$ cat config.mk
export PLATFORM = sky130hd
export DESIGN_NAME = extint_ctrl
export DESIGN_NICKNAME = d
export VERILOG_FILES = /design/src/rtl/extint_pkg.sv /design/src/rtl/extint_regs.sv /design/src/rtl/extint_detect.sv /design/src/rtl/extint_pending.sv /design/src/rtl/extint_route.sv /design/src/rtl/extint_ctrl.sv
export SDC_FILE = /design/constraint.sdc
export NUM_CORES = 1
export LEC_CHECK = 0
export ABC_AREA = 1
export BUFFER_PORTS_ARGS = -buffer_cell sky130_fd_sc_hd__buf_2
export CORE_ASPECT_RATIO = 2
export CORE_MARGIN = 8
export CORE_UTILIZATION = 45
export DETAILED_ROUTE_END_ITERATION = 7
export PLACE_DENSITY = 0.66
export SLEW_MARGIN = 0
export SYNTH_ARGS = -nofsm -noshare
export SYNTH_HDL_FRONTEND = slang
export SYNTH_SLANG_ARGS = --single-unit
export TNS_END_PERCENT = 5
$ cat constraint.sdc
create_clock -name clk -period 2.18 [get_ports clk]
set_input_delay 0 -clock clk [delete_from_list [all_inputs] [get_ports clk]]
set_output_delay 0 -clock clk [all_outputs]
set_load 0.01 [all_outputs]
$ cat src/rtl/extint_pkg.sv
// Shared constants and types for the external interrupt trigger controller.
// Assumes the line count fits into one bus data word.
package extint_pkg;
    localparam int NUM_LINES    = 24;
    localparam int DIRECT_LINES = 4;
    localparam int SPLIT_LINE   = 8;
    localparam int NUM_PARENTS  = DIRECT_LINES + 2;
    localparam int FIELD_W      = 4;
    localparam int DATA_W       = 32;
    localparam int ADDR_W       = 8;
    localparam int TRIG_REGS    = 4;

    localparam logic [ADDR_W-1:0] TRIG_BASE = 8'h88;
    localparam logic [ADDR_W-1:0] MASK_ADDR = 8'hA4;
    localparam logic [ADDR_W-1:0] PEND_ADDR = 8'hA8;

    // Trigger codes; any other value means no trigger
    typedef enum logic [FIELD_W-1:0] {
        TRG_LOW  = 4'd0,
        TRG_HIGH = 4'd1,
        TRG_FALL = 4'd2,
        TRG_RISE = 4'd4,
        TRG_BOTH = 4'd6
    } trig_code_e;
endpackage

$ cat src/rtl/extint_regs.sv
// Register file: trigger codes, mask bits, pending-clear strobe and read mux.
// Assumes single-cycle bus writes and a combinational read path.
module extint_regs #(
    parameter int NUM_LINES = extint_pkg::NUM_LINES,
    parameter int FIELD_W   = extint_pkg::FIELD_W,
    parameter int DATA_W    = extint_pkg::DATA_W,
    parameter int ADDR_W    = extint_pkg::ADDR_W,
    parameter int TRIG_REGS = extint_pkg::TRIG_REGS,
    parameter logic [ADDR_W-1:0] TRIG_BASE = extint_pkg::TRIG_BASE,
    parameter logic [ADDR_W-1:0] MASK_ADDR = extint_pkg::MASK_ADDR,
    parameter logic [ADDR_W-1:0] PEND_ADDR = extint_pkg::PEND_ADDR
) (
    input  logic                         clk,
    input  logic                         rst_n,
    input  logic                         bus_en,
    input  logic                         bus_we,
    input  logic [ADDR_W-1:0]            bus_addr,
    input  logic [DATA_W-1:0]            bus_wdata,
    input  logic [NUM_LINES-1:0]         pend_q,
    output logic [NUM_LINES*FIELD_W-1:0] trig_cfg,
    output logic [NUM_LINES-1:0]         mask_q,
    output logic [NUM_LINES-1:0]         pend_clr,
    output logic [DATA_W-1:0]            bus_rdata
);
    localparam int FPR       = DATA_W / FIELD_W;
    localparam int ADDR_STEP = DATA_W / 8;

    logic wr_en;
    assign wr_en = bus_en & bus_we;

    for (genvar l = 0; l < NUM_LINES; l++) begin : g_field
        localparam int REG_IDX = l / FPR;
        localparam int SLOT    = l % FPR;
        localparam logic [ADDR_W-1:0] FIELD_ADDR = TRIG_BASE + ADDR_W'(REG_IDX * ADDR_STEP);
        logic [FIELD_W-1:0] field_q;

        // Hold the trigger code of this line
        always_ff @(posedge clk) begin
            if (!rst_n)
                field_q <= '0;
            else if (wr_en && bus_addr == FIELD_ADDR)
                field_q <= bus_wdata[SLOT*FIELD_W +: FIELD_W];
        end

        assign trig_cfg[l*FIELD_W +: FIELD_W] = field_q;
    end

    // Hold the mask bits, all lines masked after reset
    always_ff @(posedge clk) begin
        if (!rst_n)
            mask_q <= '1;
        else if (wr_en && bus_addr == MASK_ADDR)
            mask_q <= bus_wdata[NUM_LINES-1:0];
    end

    // Turn a pending-register write into a per-line clear strobe
    always_comb begin
        pend_clr = '0;
        if (wr_en && bus_addr == PEND_ADDR)
            pend_clr = bus_wdata[NUM_LINES-1:0];
    end

    // Select read data by address
    always_comb begin
        bus_rdata = '0;
        if (bus_addr == MASK_ADDR) begin
            bus_rdata[NUM_LINES-1:0] = mask_q;
        end else if (bus_addr == PEND_ADDR) begin
            bus_rdata[NUM_LINES-1:0] = pend_q;
        end else begin
            for (int r = 0; r < TRIG_REGS; r++) begin
                if (bus_addr == TRIG_BASE + ADDR_W'(r * ADDR_STEP)) begin
                    for (int k = 0; k < FPR; k++) begin
                        if (r * FPR + k < NUM_LINES)
                            bus_rdata[k*FIELD_W +: FIELD_W] = trig_cfg[(r*FPR+k)*FIELD_W +: FIELD_W];
                    end
                end
            end
        end
    end
endmodule

$ cat src/rtl/extint_detect.sv
// Per-line trigger detection: compares each input against its previous
// sample and decodes the line's trigger code into a one-cycle event.
// Assumes inputs are synchronous; unknown codes produce no event.
module extint_detect #(
    parameter int NUM_LINES = extint_pkg::NUM_LINES,
    parameter int FIELD_W   = extint_pkg::FIELD_W
) (
    input  logic                         clk,
    input  logic [NUM_LINES-1:0]         line_in,
    input  logic [NUM_LINES*FIELD_W-1:0] trig_cfg,
    output logic [NUM_LINES-1:0]         line_evt
);
    import extint_pkg::*;

    logic [NUM_LINES-1:0] prev_q;

    // Keep the previous sample; it also tracks during reset so no false edge follows
    always_ff @(posedge clk) begin
        prev_q <= line_in;
    end

    for (genvar l = 0; l < NUM_LINES; l++) begin : g_line
        logic [FIELD_W-1:0] code;
        logic cur, old;
        assign code = trig_cfg[l*FIELD_W +: FIELD_W];
        assign cur  = line_in[l];
        assign old  = prev_q[l];

        // Decode the trigger code into an event for this cycle
        always_comb begin
            case (code)
                FIELD_W'(TRG_LOW):  line_evt[l] = ~cur;
                FIELD_W'(TRG_HIGH): line_evt[l] = cur;
                FIELD_W'(TRG_FALL): line_evt[l] = old & ~cur;
                FIELD_W'(TRG_RISE): line_evt[l] = ~old & cur;
                FIELD_W'(TRG_BOTH): line_evt[l] = old ^ cur;
                default:            line_evt[l] = 1'b0;
            endcase
        end
    end
endmodule

$ cat src/rtl/extint_pending.sv
// Pending capture: latches events per line, with write-one-to-clear that
// loses to a coincident event. In direct mode the lowest lines skip the
// latch and only register the event for one cycle.
module extint_pending #(
    parameter int NUM_LINES    = extint_pkg::NUM_LINES,
    parameter int DIRECT_LINES = extint_pkg::DIRECT_LINES,
    parameter bit DIRECT_LOW   = 1'b0
) (
    input  logic                    clk,
    input  logic                    rst_n,
    input  logic [NUM_LINES-1:0]    line_evt,
    input  logic [NUM_LINES-1:0]    pend_clr,
    output logic [NUM_LINES-1:0]    pend_q,
    output logic [DIRECT_LINES-1:0] direct_q
);
    for (genvar l = 0; l < NUM_LINES; l++) begin : g_pend
        if (DIRECT_LOW && l < DIRECT_LINES) begin : g_bypass
            assign pend_q[l] = 1'b0;
        end else begin : g_latch
            logic flag_q;

            // Set on event, clear on strobe; the event wins a tie
            always_ff @(posedge clk) begin
                if (!rst_n)
                    flag_q <= 1'b0;
                else
                    flag_q <= (flag_q & ~pend_clr[l]) | line_evt[l];
            end

            assign pend_q[l] = flag_q;
        end
    end

    for (genvar d = 0; d < DIRECT_LINES; d++) begin : g_direct
        if (DIRECT_LOW) begin : g_reg
            logic evt_q;

            // Register the raw event for the dedicated output
            always_ff @(posedge clk) begin
                if (!rst_n)
                    evt_q <= 1'b0;
                else
                    evt_q <= line_evt[d];
            end

            assign direct_q[d] = evt_q;
        end else begin : g_none
            assign direct_q[d] = 1'b0;
        end
    end
endmodule

$ cat src/rtl/extint_route.sv
// Output aggregation: dedicated outputs for the lowest lines, one shared
// output for the middle group and one for the upper group.
// Assumes DIRECT_LINES < SPLIT_LINE < NUM_LINES.
module extint_route #(
    parameter int NUM_LINES    = extint_pkg::NUM_LINES,
    parameter int DIRECT_LINES = extint_pkg::DIRECT_LINES,
    parameter int SPLIT_LINE   = extint_pkg::SPLIT_LINE,
    parameter bit DIRECT_LOW   = 1'b0
) (
    input  logic [NUM_LINES-1:0]    pend_q,
    input  logic [NUM_LINES-1:0]    mask_q,
    input  logic [DIRECT_LINES-1:0] direct_q,
    output logic [DIRECT_LINES+1:0] parent_irq
);
    logic [NUM_LINES-1:0] live;
    assign live = pend_q & ~mask_q;

    for (genvar d = 0; d < DIRECT_LINES; d++) begin : g_ded
        assign parent_irq[d] = DIRECT_LOW ? direct_q[d] : live[d];
    end

    assign parent_irq[DIRECT_LINES]   = |live[SPLIT_LINE-1:DIRECT_LINES];
    assign parent_irq[DIRECT_LINES+1] = |live[NUM_LINES-1:SPLIT_LINE];
endmodule

$ cat src/rtl/extint_ctrl.sv
// External interrupt trigger controller top level: register file,
// detectors, pending capture and output routing.
// Assumes line_in is already synchronous to clk.
module extint_ctrl #(
    parameter bit DIRECT_LOW   = 1'b0,
    parameter int NUM_LINES    = extint_pkg::NUM_LINES,
    parameter int DIRECT_LINES = extint_pkg::DIRECT_LINES,
    parameter int SPLIT_LINE   = extint_pkg::SPLIT_LINE,
    parameter int FIELD_W      = extint_pkg::FIELD_W,
    parameter int DATA_W       = extint_pkg::DATA_W,
    parameter int ADDR_W       = extint_pkg::ADDR_W
) (
    input  logic                    clk,
    input  logic                    rst_n,
    input  logic                    bus_en,
    input  logic                    bus_we,
    input  logic [ADDR_W-1:0]       bus_addr,
    input  logic [DATA_W-1:0]       bus_wdata,
    output logic [DATA_W-1:0]       bus_rdata,
    input  logic [NUM_LINES-1:0]    line_in,
    output logic [DIRECT_LINES+1:0] parent_irq
);
    logic [NUM_LINES*FIELD_W-1:0] trig_cfg;
    logic [NUM_LINES-1:0]         mask_q;
    logic [NUM_LINES-1:0]         pend_clr;
    logic [NUM_LINES-1:0]         pend_q;
    logic [NUM_LINES-1:0]         line_evt;
    logic [DIRECT_LINES-1:0]      direct_q;

    extint_regs #(
        .NUM_LINES(NUM_LINES), .FIELD_W(FIELD_W), .DATA_W(DATA_W), .ADDR_W(ADDR_W)
    ) u_regs (
        .clk(clk), .rst_n(rst_n), .bus_en(bus_en), .bus_we(bus_we),
        .bus_addr(bus_addr), .bus_wdata(bus_wdata), .pend_q(pend_q),
        .trig_cfg(trig_cfg), .mask_q(mask_q), .pend_clr(pend_clr),
        .bus_rdata(bus_rdata)
    );

    extint_detect #(
        .NUM_LINES(NUM_LINES), .FIELD_W(FIELD_W)
    ) u_detect (
        .clk(clk), .line_in(line_in), .trig_cfg(trig_cfg), .line_evt(line_evt)
    );

    extint_pending #(
        .NUM_LINES(NUM_LINES), .DIRECT_LINES(DIRECT_LINES), .DIRECT_LOW(DIRECT_LOW)
    ) u_pending (
        .clk(clk), .rst_n(rst_n), .line_evt(line_evt), .pend_clr(pend_clr),
        .pend_q(pend_q), .direct_q(direct_q)
    );

    extint_route #(
        .NUM_LINES(NUM_LINES), .DIRECT_LINES(DIRECT_LINES),
        .SPLIT_LINE(SPLIT_LINE), .DIRECT_LOW(DIRECT_LOW)
    ) u_route (
        .pend_q(pend_q), .mask_q(mask_q), .direct_q(direct_q), .parent_irq(parent_irq)
    );
endmodule

== After elaboration in Yosys (flattened, before gate mapping) ==
Index checks and enable logic that the tools add are counted.
Operators by class
  equality and inequality tests: 101
  multiplexer cells: 32
  bitwise logic cells: 195
  reductions and logical operators: 31
Operators by type and width (count)
  $eq 4x3->1 const B: 48
  $pmux 1 s5: 24
  $eq 4x1->1 const B: 24
  $eq 4x2->1 const B: 24
  $logic_not 4->1: 24
  $mux 32: 3
  $and 1x1->1: 73
  $mux 24: 3
  $not 1->1: 72
  $eq 8x8->1 const B: 5
  $and 24x24->24: 1
  $not 24->24: 1
  $or 1x1->1: 24
  $xor 1x1->1: 24
  $mux 8: 2
  $reduce_or 16->1: 1
  $logic_and 1x1->1: 5
  $reduce_or 4->1: 1
Word-level totals
  register bits after elaboration: 168
  input port bits: 68
  output and inout port bits: 38
  word-level logic and storage cells: 409

== Depth between registers and ports, before layout ==
Gate-level depths: netlist (run 1).
  word-level depth: 6
  depth in mapped cells: 11
  gate-level depth less buffers: 10

== Cells and area by module ==
A second synthesis (run 1) with hierarchy kept.
Second synthesis, totals
  cells, all modules: 1806
  area, all modules: 10746.6 um2
Modules (own cells, without submodules)
  extint_regs: times used 1, cells an instance 1083, area an instance 6448.7 um2, seq. area each 2402.3 um2
  extint_detect: times used 1, cells an instance 504, area an instance 2852.7 um2, seq. area each 480.5 um2
  extint_pending: times used 1, cells an instance 152, area an instance 1186.1 um2, seq. area each 480.5 um2
  extint_route: times used 1, cells an instance 67, area an instance 259.0 um2, seq. area each 0.0 um2

== Worst setup path before layout (run 1) ==
OpenSTA, ideal clock, no wires.
  path kind: input port to flip-flop
  start point: input bus_addr[6]
  end point: register u_regs.g_field[20].field_q[2]
  library setup time: 0.116 ns
  arrival: 0.971 ns
  required time: 2.064 ns
  slack: 1.093 ns
  cell stages on the path: 7
  buffers on the path: 1
  path through: inv_1 nand2_2 nor3_1 nand3_2 buf_6 o21ai_0 nor2_1
Between the ends
  longest elaborated chain between the ends: 2
Ends and longest elaborated chain
  from (decl): line extint_ctrl.sv:17  | input logic [ADDR_W-1:0] bus_addr,
  $eq 8x8->1: line extint_regs.sv:41  | else if (wr_en && bus_addr == FIELD_ADDR)
  $logic_and 1x1->1: line extint_regs.sv:41
  to (signal assigned): line extint_regs.sv:42  | field_q <= bus_wdata[SLOT*FIELD_W +: FIELD_W];
  to (decl): line extint_regs.sv:35  | logic [FIELD_W-1:0] field_q;
Every way passes these cells.
A chain may end at the register's enable or synchronous reset.

== Worst setup path after layout (run 1) ==
  start point: input bus_addr[2]
  end point: register u_regs.mask_q[20]
Between the ends
  longest elaborated chain between the ends: 2
Ends and longest elaborated chain
  $eq 8x8->1: line extint_regs.sv:52  | else if (wr_en && bus_addr == MASK_ADDR)
  $logic_and 1x1->1: line extint_regs.sv:52
  to (signal assigned): line extint_regs.sv:53  | mask_q <= bus_wdata[NUM_LINES-1:0];
  to (decl): line extint_regs.sv:21  | output logic [NUM_LINES-1:0] mask_q,
Every way passes these cells.

==> impl_metrics.yaml, run 1 <==
detailed_routing:
  drc_errors: 0
  drt_iter0_drc: 715
  wl_per_cell_um: 16.0
  antenna_left: 0
  vias_per_cell: 4.99
  firstDrtPassIters: 5
  routed_wl_mm: 33.7
  vias: 10500
timing:
  worst_slew_pin_slew_ps: 867
  max_freq_mhz: 546
  hold_violations: 0
  setup-violations-final: 0
  skew_ps: 7.36
  fin_tns_setup_ps: 0
  min_period_ps: 1830
  slew_headroom_pct: 42.1
  hold_slack_ps: 245
  fin_crit_sh_pct: 84.0
  rsz0062_at_grt: "false"
  finalMaxSlewViolations: 0
power_and_ir_drop:
  p_leak_uw: 0.00656
  finalPower_uw: 6960
  ir_worst_vdd_mv: 0.463
  power.density_mw_per_mm2: 578
global_routing:
  grt_pass1_wl_mm: 53.2
  grtUsageTotal_pct: 24.7
  grt_pass1_vias: 10300
  grt_max_degree: 82
  grt-ovfl-total: 0
  antenna_found_initial: 0
clocking:
  cts_buffer_depth: 2
  clk_pin_slew_ps: 70
  root_buffer: "clkbuf_16"
  cts_tree: "done"
  cts.sinks: 168
  numCtsBuffers: 17
  clock_latency_ps: 450
  cts_htree_levels: 4
worst_setup_path:
  critical_path_arrival_ps: 2160
  start_kind: "input port"
  rr_worst_depth: 8
  endpoint_kind: "flop"
  crit_start: "bus_addr[2]"
  rrSetupSlack_ps: 860
  r2r_end: "u_pending.g_pend[14].g_latch.flag_q"
  crit_end: "u_regs.mask_q[20]"
  r2r-start: "u_detect.prev_q[14]"
  path_class: "input port to flop"
  crit_required_ps: 2500
  cp_max_fo: 24
finish:
  multi_input_comb_area_mm2: 0.00496
  area_delta_synth_final_pct: 18.9
  drive_gt1_share_pct: 9.47
  diodes: 0
  fillCellCount: 2261
  regArea_mm2: 0.00336
  final_cell_mix: "594 x nand2_1, 374 x inv_1, 168 x dfxtp_1, 152 x nor2_1, 104 x buf_2"
  finalNonFillerCells: 2114
  fin_area_mm2: 0.0120
  finalNetCount: 1941
  final_common_cell: "nand2_1"
floorplan:
  dieWidth_um: 122
  die_area_mm2: 0.0278
  fp-row-count: 77
  core_area_mm2: 0.0221
  start_util_pct: 45.9
  ios: 106
  die_height_um: 228
synth:
  netlist_area_mm2: 0.0101
  synth_top_area_cell: "dfxtp_1"
  ys_seq_area_share_pct: 33.2
  netlist.area_leader.share_pct: 33.2
  synthDistinctLibCells: 29
  synth.area.top_cells: "dfxtp_1 33%, nand2_1 22%, inv_1 14%"
  syn_nets: 1796
  yosys_most_used_dff: "dfxtp_1"
  yosysWarnings: 0
  postSynthAreaPerCell_um2: 6.02
  synth-async-reset-ratio_pct: 0
  synth-edff-count: 0
  synth_cells: 1680
  synth-seq-cells: 168
place:
  place_hpwl_mm: 25.3
  place_inst: 2017
  place_area_mm2: 0.0108
  port_buffers: 105
  gp_congestion: 0.931
worst_hold_path:
  holdCritPathClass: "input port to flop"
run_status:
  status: "completed"
run:
  cap_violations: 0
-- stage by stage --
| stage | setup slack (ps) | utilization (%) |
|---|---|---|
| floorplan | 1090 | - |
| global placement | 480 | 48.9 |
| detailed placement | 457 | 48.9 |
| CTS | 422 | 54.5 |
| global route | 195 | 54.5 |
| finish | 349 | 54.5 |
-- per-layer routing --
metal,track usage (%),share of wire [%],routed length [um],up-vias
met5,0,0,0,-
met4,18.9,8.0,2680,0
met3,4.70,5.5,1850,104
met2,44.0,52,17500,353
met1,24.2,35,11700,4797
li1,-,-,-,5288
-- cells by family after synthesis --
kind of cell    share of synthesized area, %
compound gates                          5.41
flops                                   33.2
fa+ha+maj                               5.93
buf+inv                                 17.7
simple gates                            37.7
-- power breakdown --
part	switching, uW	leakage, uW	internal [uW]
clock network	1400	0.000283	1750
registers	41.8	0.00137	3130
logic	395	0.00491	245
total	1840	0.00656	5120
-- final cells by class --
class                           count  area share (%)
Sequential cell                   168            28.0
Multi-Input combinational cell   1072            41.3
Timing Repair Buffer              184            11.0
Clock inverter                     14            1.35
Clock buffer                       18            3.65
Inverter                          382            11.9
Tap cell                          276            2.87
-- Yosys cell counts, drive strengths merged, types with 6 or more instances --
| library cell | number |
|---|---|
| a21oi | 27 |
| o21ai | 66 |
| dfxtp | 168 |
| nand4 | 52 |
| buf | 38 |
| nor3 | 6 |
| nor2 | 159 |
| ha | 48 |
| inv | 382 |
| nand3 | 102 |
| nand2 | 599 |
| o211ai | 7 |
| clkbuf | 20 |
-- critical path, stage by stage --
cell and delay, ps:
buf_2 140, inv_2 70, nor3_1 240, nand2_2 290
nor2_4 340, inv_2 270, nand2_1 130, nand3_1 80
dlygate4sd3_1 590
-- state kept, by name, indices dropped and copies added, names as in the netlist --
name	count
u_regs.mask_q	24
u_pending.g_pend.g_latch.flag_q	24
u_detect.prev_q	24
u_regs.g_field.field_q	96
-- how the worst min path moves through the flow --
stage                            from                   to  slack, ps  cells after the start
after global routing       line_in[6]   u_detect.prev_q[6]        240                      2
after global placement    line_in[21]  u_detect.prev_q[21]        170                      1
after detailed placement  line_in[10]  u_detect.prev_q[10]        170                      1
after floorplan            line_in[0]   u_detect.prev_q[0]         30                      0
final                          bus_we     u_regs.mask_q[3]        240                      5
after CTS                      bus_en     u_regs.mask_q[3]        220                      5
-- timing repair --
item | CTS | global route
buffers inserted | 0 | 0
hold buffers | 65 | 0
endpoints found under the hold margin | 152 | 0
gates resized for setup | 0 | 0
No activity file was read; power rests on OpenSTA's default activity.
==> run 2: changes to the inputs <==
Settings changed: ABC_AREA 1 to 0, PLACE_DENSITY 0.66 to 0.69.
Clock period 2.18 ns to 1.6 ns, I/O delays scaled along.
==> run 2 against run 1 <==
Against the previous run: via count shrank 15%; global-route usage down 2.5 points; area after synthesis down 9.7%; largest cell class unchanged; hold slack worse by 120 ps; flip-flop and latch count did not move; critical path depth down 4; total power is 35% higher; sequential power is 37% higher; clock-buffer cell count grew 1; synthesized cell count decreased by 32%; setup slack worse by 310 ps; clock power rose by 31%.
==> impl_metrics.yaml, run 2 <==
run_status:
  status: "completed"
clocking:
  clk_pin_slew_ps: 70
  cts_htree_levels: 4
  cts.sinks: 168
  numCtsBuffers: 17
  cts_tree: "done"
  post_cts_buffers: 0
  clock_latency_ps: 430
  cts_buffer_depth: 2
  root_buffer: "clkbuf_16"
power_and_ir_drop:
  p_leak_uw: 0.00491
  power.density_mw_per_mm2: 819
  ir_worst_vdd_mv: 0.777
finish:
  fin_util_pct: 56.8
  finalNetCount: 1432
  final_common_cell: "nand2_1"
  drive_gt1_share_pct: 17.8
  top_register: "u_regs.g_field.field_q"
  largest_register_ffs: 96
  area_delta_synth_final_pct: 25.3
  diodes: 0
  final_cell_mix: "186 x nand2_1, 165 x dfxtp_1, 110 x nand3_1, 104 x buf_2, 75 x inv_1"
worst_setup_path:
  crit_start: "u_pending.g_pend[23].g_latch.flag_q"
  endpoint_kind: "output pin"
  critical_path_arrival_ps: 1560
  cpPeakStageDelay_ps: 320
  rrSetupSlack_ps: 80
  r2r-start: "u_regs.g_field[6].field_q[0]"
  crit_chain: "inv_1 -> o22ai_1 -> a221oi_2 -> nand4_1 -> buf_2"
  crit_path_top_delay_cell: "dfxtp_1"
  path_delay_family: "compound AO/OA/AOI/OAI gates"
  start_kind: "flop"
  path_class: "flop to output pin"
  critPathBufInv: 2
  crit_required_ps: 1600
  cp_max_fo: 2
synth:
  netlist_area_mm2: 0.00914
  synth_top_family_by_area: "simple AND/OR/NAND/NOR gates"
  synth_compound_area_share_pct: 19.4
  yosysWarnings: 0
  synth-edff-count: 0
  synth-async-reset-ratio_pct: 0
  synth.area.top_cells: "dfxtp_1 37%, nand2_1 7.6%, ha_1 6.6%"
  synth-seq-cells: 168
  postSynthAreaPerCell_um2: 7.96
  synthDistinctLibCells: 43
  synth-xor-area-share_pct: 0
  synth_cells: 1149
  synth_top_area_cell: "dfxtp_1"
  yosys_most_used_dff: "dfxtp_1"
  synth_adder_area_share_pct: 6.57
  ys_seq_area_share_pct: 36.8
  yosys.area_share.simple_pct: 26.0
  syn_nets: 1265
  synthTopCellsByCount: "186 x nand2_1, 168 x dfxtp_1, 110 x nand3_1"
  synthMuxAreaShare_pct: 4.71
  yosysMostFrequentCell: "nand2_1"
  netlist.area_leader.share_pct: 36.8
global_routing:
  grt_max_degree: 65
  grt_pass1_wl_mm: 44.5
  grtUsageTotal_pct: 22.2
  antenna_found_initial: 0
  grt_pass1_vias: 8826
  grt-ovfl-total: 0
detailed_routing:
  routed_wl_mm: 27.6
  antenna_left: 0
  vias_per_cell: 5.60
  vias: 8931
  firstDrtPassIters: 5
  drc_errors: 0
  wl_per_cell_um: 17.3
  drt_iter0_drc: 750
floorplan:
  start_util_pct: 45.3
  fp-row-count: 74
  core_area_mm2: 0.0202
  ios: 106
  die_area_mm2: 0.0254
  die_height_um: 218
  dieWidth_um: 117
timing:
  rsz0062_at_grt: "true"
  setup-violations-final: 0
  slew_headroom_pct: 54.6
  finalMaxSlewViolations: 0
  min_period_ps: 1560
  hold_violations: 0
  fin_tns_setup_ps: 0
  skew_ps: 8.78
  layout_setup_ws_ps: 41.6
  fin_crit_sh_pct: 97.4
  worst_slew_pin_slew_ps: 673
  max_freq_mhz: 642
place:
  pre_cts_slack_ps: -117
  place_hpwl_mm: 19.5
  gp_congestion: 0.851
  port_buffers: 105
worst_hold_path:
  min_from: "bus_addr[5]"
  holdCritPathClass: "input port to flop"
run:
  cap_violations: 0
-- run 2: cell count changes after synthesis, moves of 23 or more --
| cell | change |
|---|---|
| o22ai_1 | +26 |
| nor2b_1 | +76 |
| a21boi_0 | +32 |
| nor2_1 | -99 |
| nand2_1 | -408 |
| nand2b_1 | +23 |
| a22oi_1 | +25 |
| mux2i_1 | +43 |
| inv_1 | -299 |
| nand4_1 | -50 |
| clkbuf_1 | +27 |
-- run 2: worst paths after layout --
path | endpoint | cells past startpoint
setup / recovery | parent_irq[5] | 5
hold / removal | u_regs.g_field[8].field_q[0] | 5
setup reg to reg | u_pending.g_pend[6].g_latch.flag_q | 4
hold reg to reg | u_regs.g_field[12].field_q[2] | 2
-- run 2: repair_timing --
item,4_1_cts,5_1_grt
cloned,0,0
setup endpoints to repair,1,9
hold endpoints to repair,167,0
resized for setup,1,12
hold buffers,57,0
-- run 2: routing by layer --
layer | vias up | routed length (um) | track usage, %
li1 | 4333 | - | -
met1 | 4254 | 11400 | 26.7
met2 | 304 | 14000 | 38.4
met3 | 40 | 1580 | 3.72
met4 | 0 | 622 | 7.61
met5 | - | 0 | 0
-- run 2: cell families (layout without fill, tap and decap cells) --
family | Yosys count | after routing
and+or+nand+nor | 479 | 479
DFF | 168 | 168
adders and majority gates | 48 | 48
buffers and inverters | 149 | 329
AOI/OAI and AO/OA | 262 | 262
muxes | 43 | 43
-- run 2: through the flow --
step	hold slack, ps	cells	total power, uW	instance area, um^2
after global routing	176	1595	9710	11500
final	128	1595	9380	11500
after CTS	119	1595	9420	11400
after floorplan	27.7	1149	4840	9140
after global placement	132	1506	5180	10300
after detailed placement	136	1506	5210	10300
-- run 2: cell type report --
type,instances,area [um^2]
clock buffers,19,443
clock inverters,13,144
fillers,1924,8730
inverters,75,282
multi-input cells,832,5230
flip-flops and latches,168,3370
well taps,266,333
repair buffers,222,1650
-- run 2: tightest hold or removal path: stages --
cell and delay [ps]:
buf_2 180, nor4_4 80, buf_4 140, nand3_1 70
nand2_1 40
-- run 2: report_power, final --
part	total (uW)	leakage [uW]	switching, uW	internal (uW)
clock	4140	0.000288	1780	2360
sequential	4340	0.00137	69.1	4270
combinational	904	0.00325	485	420
